===== src/rtl/alu_bw_pkg.sv =====
package alu_bw_pkg;

  typedef enum logic [3:0] {
    OP_ADD = 4'd0,
    OP_SUB = 4'd1,
    OP_CMP = 4'd2,
    OP_INC = 4'd3,
    OP_DEC = 4'd4,
    OP_NEG = 4'd5,
    OP_AND = 4'd6,
    OP_OR  = 4'd7,
    OP_XOR = 4'd8,
    OP_NOT = 4'd9
  } alu_op_e;

  localparam int FB_CARRY = 0;
  localparam int FB_PAR   = 2;
  localparam int FB_HALF  = 4;
  localparam int FB_ZERO  = 6;
  localparam int FB_SIGN  = 7;
  localparam int FB_OVF   = 11;

  localparam logic [15:0] STATUS_MASK = 16'h08D5;

  typedef enum logic [1:0] {
    LG_AND = 2'd0,
    LG_OR  = 2'd1,
    LG_XOR = 2'd2,
    LG_NOT = 2'd3
  } logic_sel_e;

endpackage


===== src/rtl/alu_bw_addsub.sv =====
module alu_bw_addsub #(
  parameter int DW = 16
) (
  input  logic [DW-1:0] x,
  input  logic [DW-1:0] y,
  input  logic          sub,
  input  logic          wide,
  output logic [DW-1:0] r,
  output logic          cf,
  output logic          af,
  output logic          of
);
  localparam int HW = DW / 2;

  logic [DW-1:0] mask;
  logic [DW-1:0] xm;
  logic [DW-1:0] ym;
  logic [DW-1:0] yop;
  logic [DW:0]   sum;
  logic          cout;
  logic          xs, ys, rs;

  always_comb begin
    mask = wide ? {DW{1'b1}} : {{(DW-HW){1'b0}}, {HW{1'b1}}};
    xm   = x & mask;
    ym   = y & mask;
    yop  = (sub ? ~y : y) & mask;
    sum  = {1'b0, xm} + {1'b0, yop} + {{DW{1'b0}}, sub};
    r    = sum[DW-1:0] & mask;
    cout = wide ? sum[DW] : sum[HW];
    cf   = cout ^ sub;
    af   = xm[4] ^ ym[4] ^ r[4];
    xs   = wide ? xm[DW-1] : xm[HW-1];
    ys   = wide ? ym[DW-1] : ym[HW-1];
    rs   = wide ? r[DW-1]  : r[HW-1];
    of   = sub ? ((xs != ys) && (rs != xs)) : ((xs == ys) && (rs != xs));
  end
endmodule


===== src/rtl/alu_bw_logic.sv =====
module alu_bw_logic #(
  parameter int DW = 16
) (
  input  logic [DW-1:0]          a,
  input  logic [DW-1:0]          b,
  input  alu_bw_pkg::logic_sel_e sel,
  input  logic                   wide,
  output logic [DW-1:0]          r
);
  import alu_bw_pkg::*;
  localparam int HW = DW / 2;

  logic [DW-1:0] raw;
  logic [DW-1:0] mask;

  always_comb begin
    mask = wide ? {DW{1'b1}} : {{(DW-HW){1'b0}}, {HW{1'b1}}};
    unique case (sel)
      LG_AND:  raw = a & b;
      LG_OR:   raw = a | b;
      LG_XOR:  raw = a ^ b;
      default: raw = ~a;
    endcase
    r = raw & mask;
  end
endmodule


===== src/rtl/alu_bw_status.sv =====
module alu_bw_status #(
  parameter int DW = 16
) (
  input  logic [DW-1:0] r,
  input  logic          wide,
  output logic          zf,
  output logic          sf,
  output logic          pf
);
  localparam int HW = DW / 2;

  always_comb begin
    zf = (r == '0);
    sf = wide ? r[DW-1] : r[HW-1];
    pf = ~(^r[7:0]);
  end
endmodule


===== src/rtl/alu_bw.sv =====
module alu_bw #(
  parameter int DW = 16
) (
  input  logic [3:0]    op,
  input  logic          wide,
  input  logic [DW-1:0] opd_a,
  input  logic [DW-1:0] opd_b,
  input  logic [15:0]   flags_in,
  output logic [DW-1:0] result,
  output logic          result_we,
  output logic [15:0]   flags_out
);
  import alu_bw_pkg::*;

  localparam logic [DW-1:0] ONE = {{(DW-1){1'b0}}, 1'b1};

  alu_op_e       opc;
  logic [DW-1:0] ax, ay;
  logic          asub;
  logic [DW-1:0] ar;
  logic          acf, aaf, aof;
  logic_sel_e    lsel;
  logic [DW-1:0] lr;
  logic          zf, sf, pf;
  logic [DW-1:0] rsel;
  logic          is_arith, is_logic;

  assign opc = alu_op_e'(op);

  // operand routing for the shared adder
  always_comb begin
    ax   = opd_a;
    ay   = opd_b;
    asub = 1'b0;
    unique case (opc)
      OP_SUB, OP_CMP: asub = 1'b1;
      OP_INC: ay = ONE;
      OP_DEC: begin ay = ONE; asub = 1'b1; end
      OP_NEG: begin ax = '0; ay = opd_a; asub = 1'b1; end
      default: ;
    endcase
  end

  always_comb begin
    unique case (opc)
      OP_AND:  lsel = LG_AND;
      OP_OR:   lsel = LG_OR;
      OP_XOR:  lsel = LG_XOR;
      default: lsel = LG_NOT;
    endcase
  end

  alu_bw_addsub #(.DW(DW)) u_addsub (
    .x(ax), .y(ay), .sub(asub), .wide(wide),
    .r(ar), .cf(acf), .af(aaf), .of(aof)
  );

  alu_bw_logic #(.DW(DW)) u_logic (
    .a(opd_a), .b(opd_b), .sel(lsel), .wide(wide), .r(lr)
  );

  always_comb begin
    is_arith = (op <= 4'd5);
    is_logic = (op >= 4'd6) && (op <= 4'd9);
    if (is_arith)      rsel = ar;
    else if (is_logic) rsel = lr;
    else               rsel = '0;
  end

  alu_bw_status #(.DW(DW)) u_status (
    .r(rsel), .wide(wide), .zf(zf), .sf(sf), .pf(pf)
  );

  always_comb begin
    result    = rsel;
    result_we = (is_arith || is_logic) && (opc != OP_CMP);
    flags_out = flags_in;
    if (is_arith) begin
      if (opc != OP_INC && opc != OP_DEC) flags_out[FB_CARRY] = acf;
      flags_out[FB_HALF] = aaf;
      flags_out[FB_OVF]  = aof;
      flags_out[FB_ZERO] = zf;
      flags_out[FB_SIGN] = sf;
      flags_out[FB_PAR]  = pf;
    end else if (is_logic && opc != OP_NOT) begin
      flags_out[FB_CARRY] = 1'b0;
      flags_out[FB_HALF]  = 1'b0;
      flags_out[FB_OVF]   = 1'b0;
      flags_out[FB_ZERO]  = zf;
      flags_out[FB_SIGN]  = sf;
      flags_out[FB_PAR]   = pf;
    end
  end
endmodule


===== config.mk =====
export PLATFORM = sky130hd
export DESIGN_NAME = alu_bw
export DESIGN_NICKNAME = d
export VERILOG_FILES = /design/src/rtl/alu_bw_pkg.sv /design/src/rtl/alu_bw_addsub.sv /design/src/rtl/alu_bw_logic.sv /design/src/rtl/alu_bw_status.sv /design/src/rtl/alu_bw.sv
export SDC_FILE = /design/constraint.sdc
export NUM_CORES = 1
export LEC_CHECK = 0
export ABC_AREA = 1
export BUFFER_PORTS_ARGS = -buffer_cell sky130_fd_sc_hd__clkbuf_2
export CAP_MARGIN = 25
export CORE_AREA = 3 3 81 83
export DETAILED_ROUTE_END_ITERATION = 6
export DIE_AREA = 0 0 84 86
export GPL_ROUTABILITY_DRIVEN = 0
export PLACE_DENSITY = 0.77
export SYNTH_ARGS = -nofsm -noshare
export SYNTH_HDL_FRONTEND = slang
export SYNTH_SLANG_ARGS = --single-unit

===== constraint.sdc =====
create_clock -name vclk -period 9.3
set_clock_uncertainty 0.2 [all_clocks]
set_input_delay 0.465 -clock vclk [all_inputs]
set_output_delay 0.465 -clock vclk [all_outputs]
set_load 0.005 [all_outputs]

# Yosys cells after proc, flatten, opt, wreduce, memory -nomap -nowiden
# Index checks and enable logic that the tools add are counted.
# W data, S select, Z words.
# totals
reg_bits,0
in_bits,53
out_inout_bits,33
elab_cells,74
# op_classes
addsub,2
n_lt_le_gt_ge,3
n_eq_ne,17
muxes,26
bitwise,14
reduce_logical,12
# op_table
op,count
$and A16 B16 Y16,6
$mux W16,5
$pmux W16 S3,1
$not A16 Y16,2
$pmux W16 S2,1
$add A16 B16 Y17,1
$add A17 B1 Y17,1
$eq A4 B3 Y1 const B,4
$logic_not A16 Y1,1
$mux W1,16
$or A16 B16 Y16,1
$xor A16 B16 Y16,1
$eq A4 B2 Y1 const B,2
$ne A4 B2 Y1 const B,2
$reduce_xor A8 Y1,1
$logic_and A1 B1 Y1,6
$pmux W2 S3,1
$eq A4 B1 Y1 const B,1
$eq A4 B4 Y1 const B,1
$ge A4 B3 Y1 const B,1
$le A4 B3 Y1 const B,1
$le A4 B4 Y1 const B,1
$mux W2,2
$ne A4 B3 Y1 const B,1
other kinds (11),14

# Longest topological paths before layout
# Gate-level depths: netlist of run 1.
# logic_depth
ltp_word,14
depth_mapped,29
depth_no_buf,28

# Hierarchy
# Synthesis of run 1 repeated with hierarchy kept, for this count alone.
# unflattened
cells_unflattened,646
area_unflattened_um2,3395.8
# by_module_without_submodules
mod,instances,cells_each,area_each_um2,seq_area_each_um2
alu_bw_addsub,1,212,1232.4,0.0
alu_bw_logic,1,195,1123.6,0.0
alu_bw,1,197,829.5,0.0
alu_bw_status,1,42,210.2,0.0

# Least setup slack after synthesis of run 1
# OpenSTA, ideal clock, no wires.
# synth_timing
path_type,input -> output
startpoint,input port op[2]
endpoint,output port flags_out[2]
arrival_time_ns,3.414
required_time_ns,8.635
slack_ns,5.221
path_stages,22
path_buffers,1
cell_sequence,inv_1 > nor2_4 > nand2_4 > inv_6 > nor2_1 > inv_1 > clkbuf_1 > o22ai_1 > xor2_1 > ha_1 > a21oi_1 > nand2_1 > a21oi_1 > inv_1 > a21oi_1 > o21ai_0 > nand2_1 > inv_1 > ha_1 > xnor2_1 > xnor2_1 > o21ai_0
# synth_between
elab_chain_cells,14
elab_cells_between_ends,38
classes_between,2 x add/sub; 3 x order compare; 11 x eq/ne; 10 x mux; 6 x bitwise; 6 x reduce/logical
# synth_rtl
element,line_no,rtl
start: declaration,alu_bw.sv:4,"input logic [3:0] op,"
$eq A4 B3 Y1 or $eq A4 B2 Y1 (tied branches),alu_bw.sv:35,unique case (opc)
$reduce_or A2 Y1 (no line),--,
$pmux W16 S2,alu_bw.sv:35,
$not A16 Y16,alu_bw_addsub.sv:27,yop = (sub ? ~y : y) & mask;
$mux W16,alu_bw_addsub.sv:27,
$and A16 B16 Y16,alu_bw_addsub.sv:27,
$add A16 B16 Y17,alu_bw_addsub.sv:28,"sum = {1'b0, xm} + {1'b0, yop} + {{DW{1'b0}}, sub};"
$add A17 B1 Y17,alu_bw_addsub.sv:28,
$and A16 B16 Y16,alu_bw_addsub.sv:29,r = sum[DW-1:0] & mask;
$mux W16 *,alu_bw.sv:65,if (is_arith) rsel = ar;
via result[6],alu_bw.sv:9,"output logic [DW-1:0] result,"
$reduce_xor A8 Y1 *,alu_bw_status.sv:15,pf = ~(^r[7:0]);
$not A1 Y1 *,alu_bw_status.sv:15,
$mux W1,alu_bw.sv:85,end else if (is_logic && opc != OP_NOT) begin
$mux W1 *,alu_bw.sv:78,if (is_arith) begin
end: declaration,alu_bw.sv:11,output logic [15:0] flags_out
# Mark *: on every way through the listed nets, which the timed path passes. The rest lies on a longest branch.

# Worst setup path after layout of run 1
# layout_timing
startpoint,input port op[3]
endpoint,output port flags_out[6]
# layout_between
elab_chain_cells,13
elab_cells_between_ends,37
classes_between,2 x add/sub; 3 x order compare; 11 x eq/ne; 10 x mux; 5 x bitwise; 6 x reduce/logical
# layout_rtl
element,line_no,rtl
$eq A4 B3 Y1 or $eq A4 B2 Y1 (tied branches),alu_bw.sv:35,
$reduce_or A2 Y1 (no line),--,
$pmux W16 S2,alu_bw.sv:35,
$not A16 Y16,alu_bw_addsub.sv:27,
$mux W16,alu_bw_addsub.sv:27,
$and A16 B16 Y16,alu_bw_addsub.sv:27,
$add A16 B16 Y17,alu_bw_addsub.sv:28,
$add A17 B1 Y17,alu_bw_addsub.sv:28,
$and A16 B16 Y16,alu_bw_addsub.sv:29,
$mux W16,alu_bw.sv:65,
$logic_not A16 Y1,alu_bw_status.sv:13,zf = (r == '0);
$mux W2,alu_bw.sv:85,
$mux W2 *,alu_bw.sv:78,
# Mark *: on every way between the ends. The rest lies on a longest branch, timed or not.

==> reports/metrics.yaml, run 1 <==
seq_cells: 0
critPathArrivalTime_ns: 4.41
nets: 652
dieWidth_um: 84
tightest_slew_ns: 0.972
slowest_stage: "inv_1"
post_cts_buffers: 0
die_h_um: 86
multi_input_area_um2: 2410
portBuffers: 66
diodes: 0
grt_pass1_vias: 3213
regArea_um2: 0
hp-class: "primary input to output port"
path_common_cell: "nor2_1"
initial_core_util_pct: 48.9
relSlewSlack_pct: 35.1
finalCritPeriodShare_pct: 54.6
antenna_found_initial: 0
grt.total_usage_pct: 23.5
rows: 28
max_freq_mhz: 197
nClkBuffers: 0
slew_violations: 0
holdWs_ns: 0.730
core_um2: 5920
grt_use_met3_pct: 3.36
die_area_um2: 7220
drtIter0Drc: 282
path_delay_family: "simple AND/OR/NAND/NOR gates"
cts-resized-gates: 0
num_vias: 3503
synth_area_leaders: "ha_1, nand2_1, inv_1, nor2_1, a21oi_1"
maxCapViolCount: 0
drive_above_1_share_pct: 16.0
ios: 86
grt_start_max_net_pins: 30
crit_fanout: 22
synth_cell_type_count: 43
nFillCells: 638
yosysWarnings: 0
ys_seq_area_share_pct: 0
netlist.area_leader.share_pct: 22.0
worstPathBufferInverterCount: 6
critPathLaunchType: "primary input"
status: "complete, no violations"
remaining_drc_errors: 0
grt-ovfl-total: 0
grtUsageMet2_pct: 42.2
crit_required_ns: 8.64
postSynthAreaPerCell_um2: 5.79
avgViaCountPerCell: 5.65
setup_viol: 0
hold_violations: 0
ir_drop_uv: 69.6
end_kind: "output port"
grt_first_pass_wirelength_um: 14700
grt_setup_unrepaired: "false"
wirelength_um: 8780
synthesis.area_um2: 2900
cpPeakStageDelay_ns: 0.56
grt.busiest_layer: "met2"
power_leakage_nw: 1.86
gr-usage-met1_pct: 30.5
syn_inst: 500
area_delta_synth_final_pct: 10.3
place_hpwl_um: 7350
finalSetupTns_ns: 0
ctsHoldBuffers: 0
avgRoutedWirePerCell_um: 14.2
synth_nets: 605
critPathKind: "primary input to output port"
first_pass_iters: 5
fin_crit_ns: 5.08
p_per_area_nw_per_um2: 74.4
synth_largest_area_cell: "ha_1"
drtAntennaViolNets: 0
-- metal layers --
metal	vias up	wire length [um]	share of wire, %
li1	1777	-	-
met1	1569	3940	45
met2	147	4150	47
met3	10	614	7.0
met4	0	76	0.87
met5	-	0	0
-- Yosys cell counts (2+ instances only) --
master     count
nand2_1      103
inv_1         89
ha_1          51
nor2_1        44
a21oi_1       30
o21ai_0       30
nand3_1       26
o22ai_1       14
xor2_1        13
buf_4         12
o2111ai_1     11
o211ai_1      11
nand2_2        7
nand4_1        7
a221oi_1       4
buf_2          4
clkbuf_1       4
nor3_1         4
nor2_4         3
a211oi_1       2
a21boi_0       2
a32oi_1        2
buf_1          2
inv_2          2
nand3_2        2
o21a_1         2
o31ai_1        2
xnor2_1        2
-- where the power goes --
group          switching, mW  internal, mW
clock network              0             0
logic                  0.148        0.0893
registers                  0             0
-- cell families after synthesis --
logic type / share of synthesized area, %
xor gates and xnor gates: 4.54
buffers and inverters: 16.7
and+or+nand+nor: 30.4
AOI/OAI and AO/OA: 25.6
adders and majority gates: 22.7
-- cell usage in the layout, fill, tap and decap left out, drive strengths merged --
cell,n
o32ai,1
a31o,1
nand4,7
a21boi,2
nor4,1
a22oi,1
o221ai,1
inv,92
a21oi,30
buf,1
o22ai,14
o2111ai,11
ha,51
o211ai,11
o21ai,32
a21o,1
nor3,4
nand3,28
o21bai,1
xor2,13
nor2,48
clkbuf,66
nand3b,1
a211oi,2
fa,1
or2,1
a221oi,4
o31ai,2
nand2,111
xnor2,2
o21a,2
a32oi,2
-- area by class of cell --
class | count | area share (%)
Multi-Input combinational cell | 386 | 75.5
Inverter | 92 | 11.0
Tap cell | 75 | 2.94
Timing Repair Buffer | 67 | 10.6
-- worst paths after layout --
path / from / to / slack [ns] / cells after the start
hold / removal: flags_in[12] / flags_out[12] / 0.73 / 0
setup / recovery: op[3] / flags_out[6] / 4.22 / 26
-- stage by stage --
step / utilization [%] / power, mW / area [um^2] / setup slack (ns) / cells
after CTS: 54.0 / 0.235 / 3190 / 4.31 / 620
after floorplan: - / 0.166 / 2900 / 5.22 / 500
final: 54.0 / 0.238 / 3190 / 4.22 / 620
after global routing: 54.0 / 0.267 / 3190 / 3.80 / 620
after detailed placement: 54.0 / 0.233 / 3190 / 4.33 / 620
after global placement: 54.0 / 0.228 / 3190 / 4.31 / 620
Note: power is estimated with default switching activity, not from simulation.
==> run 2, diff against run 1 <==
--- a/config.mk
+++ b/config.mk
@@ -12,7 +12,7 @@
 export DETAILED_ROUTE_END_ITERATION = 6
 export DIE_AREA = 0 0 84 86
 export GPL_ROUTABILITY_DRIVEN = 0
-export PLACE_DENSITY = 0.77
+export PLACE_DENSITY = 0.8
 export SYNTH_ARGS = -nofsm -noshare
 export SYNTH_HDL_FRONTEND = slang
 export SYNTH_SLANG_ARGS = --single-unit
==> constraint.sdc (replaced) <==
create_clock -name vclk -period 4.34
set_clock_uncertainty 0.2 [all_clocks]
set_input_delay 0.217 -clock vclk [all_inputs]
set_output_delay 0.217 -clock vclk [all_outputs]
set_load 0.005 [all_outputs]
==> run 2 against run 1 <==
  * Non-clock buffer count rose by 5
  * Combinational power rose by 120%
  * Worst setup slack got worse by 4.0 ns
  * First-iteration DRC count rose by 17%
  * Critical path type unchanged
  * Largest cell class unchanged
  * Highest routed layer unchanged
==> reports/metrics.yaml, run 2 (synthesized netlist as in run 1, its figures left out) <==
path_cells: "clkbuf_2, nor2_1, nand2_2, o31ai_1, nor2_4, clkinvlp_4, xor2_1, ha_1, a21oi_1, nand2_2, xor2_1, inv_1, nor2_1, nor2_1, ha_1, nand4_1, nor2_2, nand2_1, nor2_1, nand3_1, nor2_1, nand4_1, nand2_1, clkbuf_2"
seq_cells: 0
wirelength_um: 8750
whs_endpoint: "flags_out[10]"
worstPathBufferInverterCount: 4
final_cells: 625
drtIter0Drc: 331
setup_viol: 0
antenna_found_initial: 0
fin_crit_ns: 4.08
path_common_cell: "nor2_1"
p_sw_mw: 0.321
status: "complete, no violations"
fin_util_pct: 55.3
grt_start_max_net_pins: 19
finalSetupTns_ns: 0
maxCapViolCount: 0
die_h_um: 86
critPathKind: "primary input to output port"
internal_power_mw: 0.199
slew_violations: 0
avgViaCountPerCell: 5.67
tightest_slew_ns: 0.735
ios: 86
grt_pass1_vias: 3365
grt.total_usage_pct: 23.5
sw_frac_of_total_pct: 61.7
pwr-share-seq_pct: 0
ir_drop_uv: 172
ctsHoldBuffers: 0
layout_common_cells: "nand2_1, inv_1, clkbuf_2"
comb_power_share_pct: 100.0
dieWidth_um: 84
hp-class: "primary input to output port"
drtAntennaViolNets: 0
nClkBuffers: 0
crit_required_ns: 3.92
portBuffers: 66
max_freq_mhz: 245
critPathArrivalTime_ns: 3.66
slowest_stage: "ha_1"
holdPathStages: 0
relSlewSlack_pct: 50.8
grt-ovfl-total: 0
postLayoutCellArea_um2: 3270
grt_first_pass_wirelength_um: 14700
rows: 28
postPlaceCellArea_um2: 3220
power_leakage_nw: 1.88
place_hpwl_um: 7370
final_common_cell: "nand2_1"
crit_fanout: 7
drive_above_1_share_pct: 18.5
num_vias: 3542
regArea_um2: 0
p_per_area_nw_per_um2: 159
die_area_um2: 7220
hold_violations: 0
power_mw: 0.520
avgRoutedWirePerCell_um: 14.0
cpPeakStageDelay_ns: 0.38
finalCritPeriodShare_pct: 94.0
remaining_drc_errors: 0
area_delta_synth_final_pct: 13.0
clkPwrFrac_pct: 0
nFillCells: 592
initial_core_util_pct: 48.9
path_delay_family: "simple AND/OR/NAND/NOR gates"
hold_path.startpoint: "flags_in[10]"
end_kind: "output port"
diodes: 0
critPathLaunchType: "primary input"
core_um2: 5920
nets: 657
first_pass_iters: 5
post-place-cells: 624
==> run 2: changes by cell type in the layout (fill, tap and decap cells not counted), sizes merged <==
cell,previous run,this run
buf,1,6
inv,92,91
clkinvlp,0,1
==> run 2: timing repair <==
action                                  CTS  global route
endpoints found under the hold margin     0             0
gates resized for setup                   0            14
endpoints found under the setup margin    0             2
setup buffers                             0             1
==> run 2: layout make-up <==
cell class	instances	area, um^2	area share, %
Inverter	92	354	10.8
Tap cell	75	93.8	2.87
Multi-Input combinational cell	386	2450	74.8
Timing Repair Buffer	72	375	11.5
==> run 2: worst max-delay path by stage <==
| stage | startpoint | end | cells past startpoint | slack (ns) |
|---|---|---|---|---|
| finish | op[1] | flags_out[6] | 24 | 0.26 |
| global placement | op[3] | flags_out[6] | 24 | 0.40 |
| global route | op[2] | flags_out[6] | 29 | -0.005 |
| detailed placement | op[3] | flags_out[6] | 26 | 0.23 |
| CTS | op[3] | flags_out[6] | 26 | 0.22 |
| floorplan | op[2] | flags_out[2] | 22 | 0.76 |
==> run 2: per-layer routing <==
layer | vias up | wire length [um] | GRT usage, %
met5 | - | 0 | 0
met2 | 163 | 4140 | 41.8
li1 | 1779 | - | -
met3 | 9 | 682 | 2.31
met4 | 0 | 61 | 4.24
met1 | 1591 | 3870 | 31.0
==> run 2: power groups by stage <==
stage	registers (mW)	logic (mW)	clock network [mW]
floorplan	0	0.356	0
global placement	0	0.489	0
detailed placement	0	0.498	0
CTS	0	0.502	0
global route	0	0.589	0
finish	0	0.520	0
==> run 2: stage by stage <==
stage	worst slack [ns]	hold WS (ns)
floorplan	0.757	0.315
global placement	0.399	0.234
detailed placement	0.230	0.234
CTS	0.223	0.234
global route	-0.00541	0.234
finish	0.262	0.234
==> run 3, diff against run 2 <==
--- a/config.mk
+++ b/config.mk
@@ -8,11 +8,13 @@
 export ABC_AREA = 1
 export BUFFER_PORTS_ARGS = -buffer_cell sky130_fd_sc_hd__clkbuf_2
 export CAP_MARGIN = 25
-export CORE_AREA = 3 3 81 83
+export CELL_PAD_IN_SITES_DETAIL_PLACEMENT = 0
+export CELL_PAD_IN_SITES_GLOBAL_PLACEMENT = 1
+export CORE_AREA = 3 3 98 100
 export DETAILED_ROUTE_END_ITERATION = 6
-export DIE_AREA = 0 0 84 86
+export DIE_AREA = 0 0 101 103
 export GPL_ROUTABILITY_DRIVEN = 0
-export PLACE_DENSITY = 0.8
+export PLACE_DENSITY = 0.81
 export SYNTH_ARGS = -nofsm -noshare
 export SYNTH_HDL_FRONTEND = slang
 export SYNTH_SLANG_ARGS = --single-unit
==> constraint.sdc (replaced) <==
create_clock -name vclk -period 4.34
set_clock_uncertainty 0.2 [all_clocks]
set_input_delay 0.217 -clock vclk [all_inputs]
set_output_delay 0.217 -clock vclk [all_outputs]
set_load 0.01 [all_outputs]
==> run 3 against run 2 <==
  * Maximum frequency rose by 1.1%
  * Cell count rose by 6.4%
  * First-iteration DRC count fell by 24%
  * Worst hold slack barely moved
  * Utilization fell by 17 points
  * Critical path type unchanged
  * Largest power group unchanged
==> reports/metrics.yaml, run 3 (synthesized netlist as in run 1, its figures left out) <==
avgViaCountPerCell: 5.35
end_kind: "output port"
portBuffers: 66
postPlaceCellArea_um2: 3290
p_per_area_nw_per_um2: 166
relSlewSlack_pct: 41.2
wirelength_um: 9900
die_area_um2: 10400
ir_drop_uv: 123
cp-startpoint: "op[0]"
place_hpwl_um: 8140
drtAntennaViolNets: 0
initial_core_util_pct: 33.0
die_h_um: 103
remaining_drc_errors: 0
endpoint: "flags_out[6]"
tightest_slew_ns: 0.878
regArea_um2: 0
core_um2: 8760
setup_viol: 0
grt_start_max_net_pins: 18
hold_violations: 0
grt-ovfl-total: 0
grt.total_usage_pct: 18.4
critPathKind: "primary input to output port"
slew_violations: 0
layout_common_cells: "nand2_1, inv_1, clkbuf_2"
dieWidth_um: 101
crit_fanout: 6
power_leakage_nw: 1.91
drive_above_1_share_pct: 21.0
crit_required_ns: 3.92
num_vias: 3561
avgRoutedWirePerCell_um: 14.9
final_common_cell: "nand2_1"
final_cells: 665
hp-class: "primary input to output port"
critPathArrivalTime_ns: 3.62
antenna_found_initial: 0
diodes: 0
nClkBuffers: 0
nets: 664
area_delta_synth_final_pct: 16.5
fin_crit_ns: 4.03
power_mw: 0.559
max_freq_mhz: 248
drtIter0Drc: 253
finalCritPeriodShare_pct: 93.0
status: "complete, no violations"
post-place-cells: 660
rows: 34
ios: 86
maxCapViolCount: 0
postLayoutCellArea_um2: 3370
first_pass_iters: 4
grt_pass1_vias: 3330
multi_input_area_um2: 2460
seq_cells: 0
grt_first_pass_wirelength_um: 16000
fin_util_pct: 38.5
finalSetupTns_ns: 0
critPathLaunchType: "primary input"
nFillCells: 999
## run 3: changes by cell type in the layout (fill, tap and decap cells not counted), sizes merged
cell | before | now
clkinvlp | 1 | 0
buf | 6 | 14
inv | 91 | 92
clkbuf | 66 | 65
## run 3: routing by layer
metal / GRT usage (%) / vias up / part of all wire, % / wire, um
met4: 4.29 / 0 / 1.5 / 144
met5: 0 / - / 0 / 0
met1: 25.7 / 1655 / 48 / 4770
met2: 31.2 / 107 / 45 / 4430
met3: 1.01 / 8 / 5.6 / 553
li1: - / 1791 / - / -
## run 3: layout make-up
cell class | count | share of cell area, %
timing repair buffer | 79 | 12.7
inverter | 92 | 10.4
tap | 108 | 4.01
multi-input combinational | 386 | 72.9
## run 3: worst min path at each step
stage	startpoint	endpoint	depth (start not counted)
6_report	flags_in[10]	flags_out[10]	0
5_1_grt	flags_in[10]	flags_out[10]	0
4_1_cts	flags_in[1]	flags_out[1]	0
3_5_place_dp	flags_in[1]	flags_out[1]	0
3_3_place_gp	flags_in[1]	flags_out[1]	0
2_1_floorplan	flags_in[10]	flags_out[10]	1
## run 3: where the power goes
group	switching (mW)	internal (mW)
clock network	0	0
logic	0.349	0.210
registers	0	0
## run 3: critical path, stage by stage
cell      delay [ns]
clkbuf_2        0.17
nor2_2          0.08
nand2_2         0.11
o31ai_2         0.09
nor2_4          0.18
inv_2           0.10
buf_4           0.17
xor2_1          0.16
ha_1            0.36
a21oi_1         0.27
nand2_2         0.13
nand2_2         0.09
nand3_1         0.10
nand3_1         0.12
nand2_2         0.06
inv_1           0.14
ha_1            0.18
nand4_1         0.11
nor2_2          0.14
nand2_1         0.07
nor2_1          0.10
nand3_1         0.07
nor2_1          0.10
nand4_1         0.09
nand2_1         0.08
clkbuf_2        0.12
## run 3: what timing repair did
action / 4_1_cts / 5_1_grt
resized for setup: 0 / 22
buffers inserted: 0 / 5
endpoints found under the setup margin: 0 / 2
hold buffers: 0 / 0
## run 3: per-stage QoR
step           setup slack [ns]  hold WS (ns)
6_report                  0.305         0.234
5_1_grt                -0.00118         0.234
4_1_cts                  0.0789         0.234
3_5_place_dp              0.121         0.234
3_3_place_gp              0.236         0.234
2_1_floorplan             0.611         0.326
